`config.mk`:
```
export PLATFORM = sky130hd
export DESIGN_NAME = cap_cond_stage
export DESIGN_NICKNAME = d
export VERILOG_FILES = /design/src/rtl/cap_cond_pkg.sv /design/src/rtl/cap_sync.sv /design/src/rtl/cap_glitch_filter.sv /design/src/rtl/cap_prescaler.sv /design/src/rtl/cap_cond_stage.sv
export SDC_FILE = /design/constraint.sdc
export NUM_CORES = 1
export LEC_CHECK = 0
export CELL_PAD_IN_SITES_DETAIL_PLACEMENT = 2
export CELL_PAD_IN_SITES_GLOBAL_PLACEMENT = 2
export CORE_ASPECT_RATIO = 1.1
export CORE_MARGIN = 3
export CORE_UTILIZATION = 36
export CTS_BUF_LIST = sky130_fd_sc_hd__clkbuf_8
export DETAILED_ROUTE_END_ITERATION = 10
export PLACE_DENSITY = 0.85
export SLEW_MARGIN = 20
export SYNTH_ARGS = -nofsm -noshare
export SYNTH_HDL_FRONTEND = slang
export SYNTH_SLANG_ARGS = --single-unit
```
`constraint.sdc`:
```
create_clock -name clk -period 2.95 [get_ports clk]
set_input_delay 0.4425 -clock clk [delete_from_list [all_inputs] [get_ports clk]]
set_output_delay 0.4425 -clock clk [all_outputs]
set_load 0.02 [all_outputs]
```
`src/rtl/cap_cond_pkg.sv`:
```
package cap_cond_pkg;

  typedef enum logic [1:0] {
    SRC_OWN     = 2'd0,
    SRC_PARTNER = 2'd1,
    SRC_TRIG    = 2'd2,
    SRC_OWN_ALT = 2'd3
  } cap_src_e;

  // Required consecutive-sample run for a filter code (0 = bypass).
  function automatic logic [3:0] run_len(input logic [2:0] code);
    case (code)
      3'd0:    run_len = 4'd0;
      3'd1:    run_len = 4'd2;
      3'd2:    run_len = 4'd4;
      3'd3:    run_len = 4'd5;
      3'd4:    run_len = 4'd6;
      default: run_len = 4'd8;
    endcase
  endfunction

endpackage

```
`src/rtl/cap_sync.sv`:
```
module cap_sync #(
  parameter int W = 4
) (
  input  logic         clk,
  input  logic         rst_n,
  input  logic [W-1:0] d_i,
  output logic [W-1:0] q_o
);
  logic [W-1:0] meta_q;
  logic [W-1:0] sync_q;

  always_ff @(posedge clk or negedge rst_n) begin
    if (!rst_n) begin
      meta_q <= '0;
      sync_q <= '0;
    end else begin
      meta_q <= d_i;
      sync_q <= meta_q;
    end
  end

  assign q_o = sync_q;
endmodule

```
`src/rtl/cap_glitch_filter.sv`:
```
module cap_glitch_filter
  import cap_cond_pkg::*;
(
  input  logic       clk,
  input  logic       rst_n,
  input  logic       samp_tick,
  input  logic [2:0] code_i,
  input  logic       sync_i,
  output logic       filt_o
);
  logic [3:0] need;
  logic [3:0] cnt_q, cnt_d;
  logic       lvl_q, lvl_d;

  assign need = run_len(code_i);

  always_comb begin
    cnt_d = cnt_q;
    lvl_d = lvl_q;
    if (need == 4'd0) begin
      cnt_d = '0;
      lvl_d = sync_i;
    end else if (samp_tick) begin
      if (sync_i == lvl_q) begin
        cnt_d = '0;
      end else if (cnt_q >= need - 4'd1) begin
        cnt_d = '0;
        lvl_d = sync_i;
      end else begin
        cnt_d = cnt_q + 4'd1;
      end
    end
  end

  always_ff @(posedge clk or negedge rst_n) begin
    if (!rst_n) begin
      cnt_q <= '0;
      lvl_q <= 1'b0;
    end else begin
      cnt_q <= cnt_d;
      lvl_q <= lvl_d;
    end
  end

  assign filt_o = (need == 4'd0) ? sync_i : lvl_q;

  // with filtering active, the level holds between sampling ticks
  assert_hold_off_tick_R3: assert property (@(posedge clk) disable iff (!rst_n)
    (!samp_tick && need != 4'd0) |=> (lvl_q == $past(lvl_q)));

  // a sample matching the current level restarts the run count
  assert_match_clears_R2: assert property (@(posedge clk) disable iff (!rst_n)
    (samp_tick && need != 4'd0 && sync_i == lvl_q) |=> (cnt_q == 4'd0));
endmodule

```
`src/rtl/cap_prescaler.sv`:
```
module cap_prescaler #(
  parameter int SEL_W = 2,
  localparam int CW   = (1 << SEL_W) - 1
) (
  input  logic             clk,
  input  logic             rst_n,
  input  logic             en_i,
  input  logic [SEL_W-1:0] sel_i,
  input  logic             evt_i,
  output logic             pass_o
);
  logic [CW-1:0]    cnt_q, cnt_d;
  logic [SEL_W-1:0] sel_q;
  logic [CW-1:0]    last;
  logic             chg;

  assign last = CW'((1 << sel_i) - 1);
  assign chg  = (sel_i != sel_q);

  always_comb begin
    cnt_d = cnt_q;
    if (!en_i || chg)      cnt_d = '0;
    else if (evt_i)        cnt_d = (cnt_q >= last) ? '0 : cnt_q + 1'b1;
  end

  always_ff @(posedge clk or negedge rst_n) begin
    if (!rst_n) begin
      cnt_q <= '0;
      sel_q <= '0;
    end else begin
      cnt_q <= cnt_d;
      sel_q <= sel_i;
    end
  end

  assign pass_o = en_i && evt_i && (cnt_q == '0);

  // disable or a new prescale setting leaves the counter at zero
  assert_psc_clear_R8: assert property (@(posedge clk) disable iff (!rst_n)
    (!en_i || chg) |=> (cnt_q == '0));
endmodule

```
`src/rtl/cap_cond_stage.sv`:
```
module cap_cond_stage
  import cap_cond_pkg::*;
#(
  parameter int NCH   = 4,
  parameter int DIV_W = 4,
  parameter int FLT_W = 3,
  parameter int PSC_W = 2
) (
  input  logic               clk,
  input  logic               rst_n,
  input  logic [NCH-1:0]     pin_i,
  input  logic [DIV_W-1:0]   samp_div,
  input  logic               xor_sel,
  input  logic [NCH*FLT_W-1:0] flt_sel,
  input  logic [NCH-1:0]     pol,
  input  logic [NCH*2-1:0]   src_sel,
  input  logic [NCH*PSC_W-1:0] psc_sel,
  input  logic [NCH-1:0]     ch_en,
  input  logic               trig_i,
  output logic [NCH-1:0]     cap_evt_o
);
  logic [NCH-1:0]   sync_w;
  logic [NCH-1:0]   flt_in;
  logic [NCH-1:0]   filt_w;
  logic [NCH-1:0]   filt_prev_q;
  logic [NCH-1:0]   sel_evt;
  logic [NCH-1:0]   pass_w;
  logic [NCH-1:0]   evt_q;
  logic [DIV_W-1:0] div_cnt_q, div_cnt_d;
  logic             samp_tick;

  // Sampling clock enable
  assign samp_tick = (div_cnt_q >= samp_div);
  always_comb div_cnt_d = samp_tick ? '0 : div_cnt_q + 1'b1;

  always_ff @(posedge clk or negedge rst_n) begin
    if (!rst_n) div_cnt_q <= '0;
    else        div_cnt_q <= div_cnt_d;
  end

  cap_sync #(.W(NCH)) u_sync (
    .clk(clk), .rst_n(rst_n), .d_i(pin_i), .q_o(sync_w)
  );

  // Channel 0 optional three-pin XOR source
  always_comb begin
    flt_in = sync_w;
    if (xor_sel) flt_in[0] = sync_w[0] ^ sync_w[1] ^ sync_w[2];
  end

  always_ff @(posedge clk or negedge rst_n) begin
    if (!rst_n) begin
      filt_prev_q <= '0;
      evt_q       <= '0;
    end else begin
      filt_prev_q <= filt_w;
      evt_q       <= pass_w;
    end
  end

  for (genvar i = 0; i < NCH; i++) begin : g_ch
    localparam int P = i ^ 1;
    logic own_edge, part_edge;
    cap_src_e src;

    cap_glitch_filter u_flt (
      .clk(clk), .rst_n(rst_n), .samp_tick(samp_tick),
      .code_i(flt_sel[i*FLT_W +: FLT_W]), .sync_i(flt_in[i]), .filt_o(filt_w[i])
    );

    assign own_edge  = pol[i] ? (filt_prev_q[i] & ~filt_w[i]) : (filt_w[i] & ~filt_prev_q[i]);
    assign part_edge = pol[i] ? (filt_prev_q[P] & ~filt_w[P]) : (filt_w[P] & ~filt_prev_q[P]);
    assign src       = cap_src_e'(src_sel[i*2 +: 2]);

    always_comb begin
      case (src)
        SRC_PARTNER: sel_evt[i] = part_edge;
        SRC_TRIG:    sel_evt[i] = trig_i;
        default:     sel_evt[i] = own_edge;
      endcase
    end

    cap_prescaler #(.SEL_W(PSC_W)) u_psc (
      .clk(clk), .rst_n(rst_n), .en_i(ch_en[i]),
      .sel_i(psc_sel[i*PSC_W +: PSC_W]), .evt_i(sel_evt[i]), .pass_o(pass_w[i])
    );

    // a strobe only follows a cycle in which the channel was enabled
    assert_en_gate_R9: assert property (@(posedge clk) disable iff (!rst_n)
      cap_evt_o[i] |-> $past(ch_en[i]));

    // trigger source with no prescaling forwards the strobe next cycle
    assert_trig_fwd_R6: assert property (@(posedge clk) disable iff (!rst_n)
      (ch_en[i] && src == SRC_TRIG && trig_i && psc_sel[i*PSC_W +: PSC_W] == '0
       && $stable(psc_sel[i*PSC_W +: PSC_W]) && $past(ch_en[i])) |=> cap_evt_o[i]);
  end

  assign cap_evt_o = evt_q;
endmodule

```
### Yosys cells after proc, flatten, opt, wreduce, memory -nomap -nowiden

Index checks and enable logic that the tools add are counted.

* latch bits: 0
* memories kept: 0
* bits in writable memories: 0
* register bits: 60
* bits in read-only memories: 0
* output and inout bits: 4

* div/mod/pow operators: 0
* eq/ne operators: 36
* multiply operators: 0
* shift operators: 4
* magnitude comparators: 9
* reduce and logical (&&, ||, !) cells: 44
* mux-type cells: 66
* add/sub/neg operators: 17
* bitwise logic cells: 18

Operators by type and width (count)
* case mux 4 bit (5 select lines): 4
* 2-to-1 mux 4 bit: 17
* 2-to-1 mux 3 bit: 12
* 2-to-1 mux 1 bit: 29
* equality test 3 x 2 -> 1 bit, second input constant: 8
* logical NOT 3 bit: 8
* nonzero test 2 bit: 12
* adder 4 x 1 -> 4 bit, second input constant: 5
* >= comparator 4 bit: 5
* logical NOT 4 bit: 4
* subtractor 4 x 1 -> 4 bit, second input constant: 4
* adder 3 x 1 -> 3 bit, second input constant: 4
* equality test 3 x 1 -> 1 bit, second input constant: 4
* equality test 3 bit, second input constant: 4
* >= comparator 3 bit: 4
* AND reduction 3 bit: 4
* << shifter 1 x 2 -> 3 bit, first input constant: 4
* subtractor 3 x 2 -> 3 bit, second input constant: 4
* AND 1 bit: 8
* equality test 2 x 1 -> 1 bit, second input constant: 4
* equality test 2 bit, second input constant: 4
* logical AND 1 bit: 8
* != test 2 bit: 4
* != test 2 bit, second input constant: 4
* other kinds (6): 26

### Longest topological paths before layout

* word-level depth: 10
* depth in mapped cells: 9
* mapped depth without buffers: 9

### By module

A second synthesis with hierarchy kept.

* cells, all modules: 413
* area, all modules: 4226.6 sq um

By module, submodules not included
* cap_glitch_filter: cells each 49, instances 4, area an instance 474.2 sq um, sequential area each 125.1 sq um
* cap_prescaler: cells each 32, instances 4, area an instance 329.1 sq um, sequential area each 125.1 sq um
* cap_cond_stage: cells each 81, instances 1, area an instance 813.3 sq um, sequential area each 300.3 sq um
* cap_sync: cells each 8, instances 1, area an instance 200.2 sq um, sequential area each 200.2 sq um

### Worst setup path before layout

No wires, ideal clock.

* path type: input to register
* from: in flt_sel[10]
* to: reg g_ch[3].u_flt.cnt_q[0]
* data arrival time: 2.408 ns
* cell stages on the path: 9
* library setup time: 0.066 ns
* setup slack: 0.475 ns
* required time: 2.884 ns
* path buffers: 0
* cell sequence: nor2b_1 -> nand2_1 -> ha_1 -> ha_1 -> a21o_1 -> a21o_1 -> a2111oi_0 -> and2_1 -> mux2_2

* longest elaborated chain between the ends: 8
* elaborated cells between the ends (all ways): 14

RTL lines
* from (decl): RTL line cap_cond_stage.sv:14 `input logic [NCH*FLT_W-1:0] flt_sel,`
* equality test 3 bit, or another cell as far along: RTL line cap_cond_pkg.sv:12 `case (code)`
* case mux 4 bit (5 select lines) (*): RTL line cap_cond_pkg.sv:12
* subtractor 4 x 1 -> 4 bit: RTL line cap_glitch_filter.sv:26 `end else if (cnt_q >= need - 4'd1) begin`
* >= comparator 4 bit: RTL line cap_glitch_filter.sv:26
* 2-to-1 mux 4 bit: RTL line cap_glitch_filter.sv:26
* 2-to-1 mux 4 bit: RTL line cap_glitch_filter.sv:24 `if (sync_i == lvl_q) begin`
* 2-to-1 mux 4 bit: RTL line cap_glitch_filter.sv:23 `end else if (samp_tick) begin`
* 2-to-1 mux 4 bit: RTL line cap_glitch_filter.sv:20 `if (need == 4'd0) begin`
* to (signal assigned): RTL line cap_glitch_filter.sv:40 `cnt_q <= cnt_d;`
* to (decl): RTL line cap_glitch_filter.sv:12 `logic [3:0] cnt_q, cnt_d;`

Mark *: on every way between the ends. The rest lies on a longest branch, timed or not. The select of a mux whose other input is x is not followed.
A chain may end at the register's enable or synchronous reset.

### Worst setup path in the final report

* from: in flt_sel[1]
* to: reg g_ch[0].u_flt.cnt_q[0]

* longest elaborated chain between the ends: 8
* elaborated cells between the ends (all ways): 14

RTL lines (RTL line)
* equality test 3 bit, or another cell as far along: cap_cond_pkg.sv:12
* case mux 4 bit (5 select lines) (*): cap_cond_pkg.sv:12
* subtractor 4 x 1 -> 4 bit: cap_glitch_filter.sv:26
* >= comparator 4 bit: cap_glitch_filter.sv:26
* 2-to-1 mux 4 bit: cap_glitch_filter.sv:26
* 2-to-1 mux 4 bit: cap_glitch_filter.sv:24
* 2-to-1 mux 4 bit: cap_glitch_filter.sv:23
* 2-to-1 mux 4 bit: cap_glitch_filter.sv:20
* to (signal assigned): cap_glitch_filter.sv:40
* to (decl): cap_glitch_filter.sv:12

Marked as above.

==> flow_summary.yaml <==
floorplan:
  die_h_um: 119
  die_w_um: 109
  core_area_mm2: 0.0112
  start_util: 0.376
  io-pin-count: 52
  core.rowCount: 40
  die_area_mm2: 0.0130
sta:
  slew_headroom: 0.524
  drv_slew: 0
  worst_slew_pin_slew_ns: 0.710
  finalClockSkew_ns: 0.00754
  fmax_ghz: 0.352
  setup_ws_ns: 0.107
  fin_crit_sh: 0.964
  fin_crit_ns: 2.84
  hold_viol: 0
  setup_viol: 0
clock_tree:
  cts_buffer_depth: 2
  clk_latency_ns: 0.36
  cts_tree: "done"
  cts.sinks: 60
  path_clk_slew_ns: 0.07
  cts_htree_levels: 3
  cts_buffers: 9
  root_buffer: "clkbuf_8"
  cts_setup_buffers: 0
layout:
  num_antenna_cells: 0
  area_growth_pct: 26.7
  fin_nets: 640
  layout-drive-gt1-share: 0.132
global_route:
  grt_use_total: 0.207
  grt_pass1_wl_um: 21000
  overflow: 0
  antenna_found_initial: 0
  grt_pass1_vias: 4206
  grt_max_degree: 26
job:
  drv_cap: 0
worst_setup_path:
  crit_path_end_kind: "register"
  critPathLaunchType: "primary input"
  crit_path_max_fanout: 4
  arrival_ns: 3.11
  crit_type: "primary input to register"
  required_ns: 3.22
synthesis:
  synth_edf_count: 0
  synth_common_cells: "dfrtp_1, ha_1, inv_1"
  seq_area_frac_synth: 0.358
  synth_most_common_cell: "dfrtp_1"
  ys_types: 48
  synth_warnings: 0
  synth_top_area_share: 0.358
  syn_nets: 547
  synth_seq_cells: 60
  syn_inst: 441
  yosys.area.top_type: "dfrtp_1"
  synth_area_leaders: "dfrtp_1, ha_1, inv_1"
  synth_area_mm2: 0.00419
  synthArstFlopShare: 1.00
  syn_avg_cell_area_um2: 9.51
  synthFlopType: "dfrtp_1"
routing:
  drt-pass1-iter-count: 4
  postRouteAntennaNets: 0
  vias: 3582
  routed_wl_um: 12400
  route.detailed.wl_per_inst_um: 18.1
  viasPerCell: 5.22
  drt_iter0_markers: 81
  post-route-drc-count: 0
power:
  peakVddDrop_v: 0.000218
  total_power_mw: 3.16
  power_density_mw_per_mm2: 595
  p_leak_nw: 2.56
place:
  io_buffers: 51
  pre_cts_ws_ns: -0.312
  gp_congestion: 0.756
  post-dp-hpwl_um: 9730
min_path:
  hold_path_class: "primary input to asynchronous set/reset pin"
run_status:
  status: "finished, final reports clean"
-- placed cells by master (no fill, tap or decap), types with 10 or more instances in the layout --
| cell type | netlist | final |
|---|---|---|
| nand2b_1 | 24 | 24 |
| nand2_1 | 40 | 40 |
| ha_1 | 58 | 58 |
| xor2_1 | 11 | 11 |
| o21ai_0 | 17 | 15 |
| clkbuf_8 | 0 | 10 |
| a21oi_1 | 24 | 24 |
| dfrtp_1 | 60 | 60 |
| nand3_1 | 22 | 22 |
| clkdlybuf4s50_1 | 0 | 50 |
| xnor2_1 | 12 | 12 |
| inv_1 | 44 | 48 |
| a21o_1 | 17 | 17 |
| nor2_1 | 19 | 19 |
| buf_4 | 0 | 32 |
-- kinds of logic (layout without fill, tap and decap cells) --
kind of cell | Yosys count | count (layout) | share of synthesized area
multiplexers | 12 | 12 | 0.0313
flip-flops | 60 | 60 | 0.358
AND/OR/NAND/NOR | 152 | 152 | 0.195
XOR/XNOR | 24 | 24 | 0.0534
buffers and inverters | 45 | 143 | 0.0403
adder cells (fa/ha/maj) | 58 | 58 | 0.173
AO/OA/AOI/OAI | 90 | 90 | 0.149
-- per-layer routing --
layer  up-vias  global-route usage  part of all wire
met5         -                   0                 0
met1      1792               0.231              0.41
met3        19              0.0320             0.020
met2        44               0.385              0.55
met4         0              0.0789             0.021
li1       1727                   -                 -
-- stage by stage --
stage / util / instance area (µm²) / hold slack (ns) / instances / TNS [ns]
after global routing: 0.476 / 5310 / 0.0374 / 686 / -0.0260
after floorplan: - / 4190 / 0.147 / 441 / 0
after global placement: 0.459 / 5120 / 0.337 / 670 / -0.534
after detailed placement: 0.459 / 5120 / 0.341 / 670 / -5.21
after CTS: 0.473 / 5280 / 0.0356 / 686 / 0
final: 0.476 / 5310 / 0.0365 / 686 / 0
-- sequential cells by signal, summed over array words and instances (netlist names) --
signal,flops
g_ch.u_flt.cnt_q,16
g_ch.u_flt.lvl_q,4
u_sync.q_o,4
cap_evt_o,4
g_ch.u_psc.cnt_q,12
div_cnt_q,4
filt_prev_q,4
u_sync.meta_q,4
g_ch.u_psc.sel_q,8
-- cell type report --
class	count	area, µm²
Fill cell	1214	5850
Multi-Input combinational cell	336	2550
Sequential cell	60	1500
Timing Repair Buffer	83	746
Tap cell	147	184
Inverter	44	165
Clock buffer	10	138
Clock inverter	6	25.0
-- path summary, 6_finish.rpt --
| path | slack, ns | startpoint | depth (start not counted) | to |
|---|---|---|---|---|
| worst max-delay path | 0.11 | flt_sel[1] | 10 | g_ch[0].u_flt.cnt_q[0] |
| worst min-delay path | 0.04 | rst_n | 1 | cap_evt_o[2] |
| worst max register to register | 0.57 | div_cnt_q[0] | 8 | g_ch[2].u_flt.cnt_q[2] |
| worst min register to register | 0.35 | u_sync.meta_q[3] | 0 | u_sync.q_o[3] |
| max in group asynchronous | 2.17 | rst_n | 2 | g_ch[3].u_psc.sel_q[1] |
| min in group clk | 0.35 | u_sync.meta_q[3] | 0 | u_sync.q_o[3] |
-- critical path, stage by stage --
cell             delay, ns
clkdlybuf4s50_1       0.51
nor2b_1               0.22
nand2_1               0.14
ha_1                  0.30
ha_1                  0.29
a21o_1                0.19
a21o_1                0.22
a2111oi_4             0.45
o21ai_2               0.13
o21ai_0               0.21
-- report_power, final --
| group | internal, mW | total, mW | switching [mW] |
|---|---|---|---|
| sequential | 0.978 | 1.14 | 0.166 |
| combinational | 0.665 | 1.36 | 0.698 |
| clock | 0.313 | 0.656 | 0.343 |
| total | 1.96 | 3.16 | 1.21 |
-- what timing repair did --
action / in CTS / in global routing
setup endpoints to repair: 0 / 12
gates resized for setup: 0 / 11
hold buffers: 0 / 0
No activity file was read; power rests on OpenSTA's default activity.
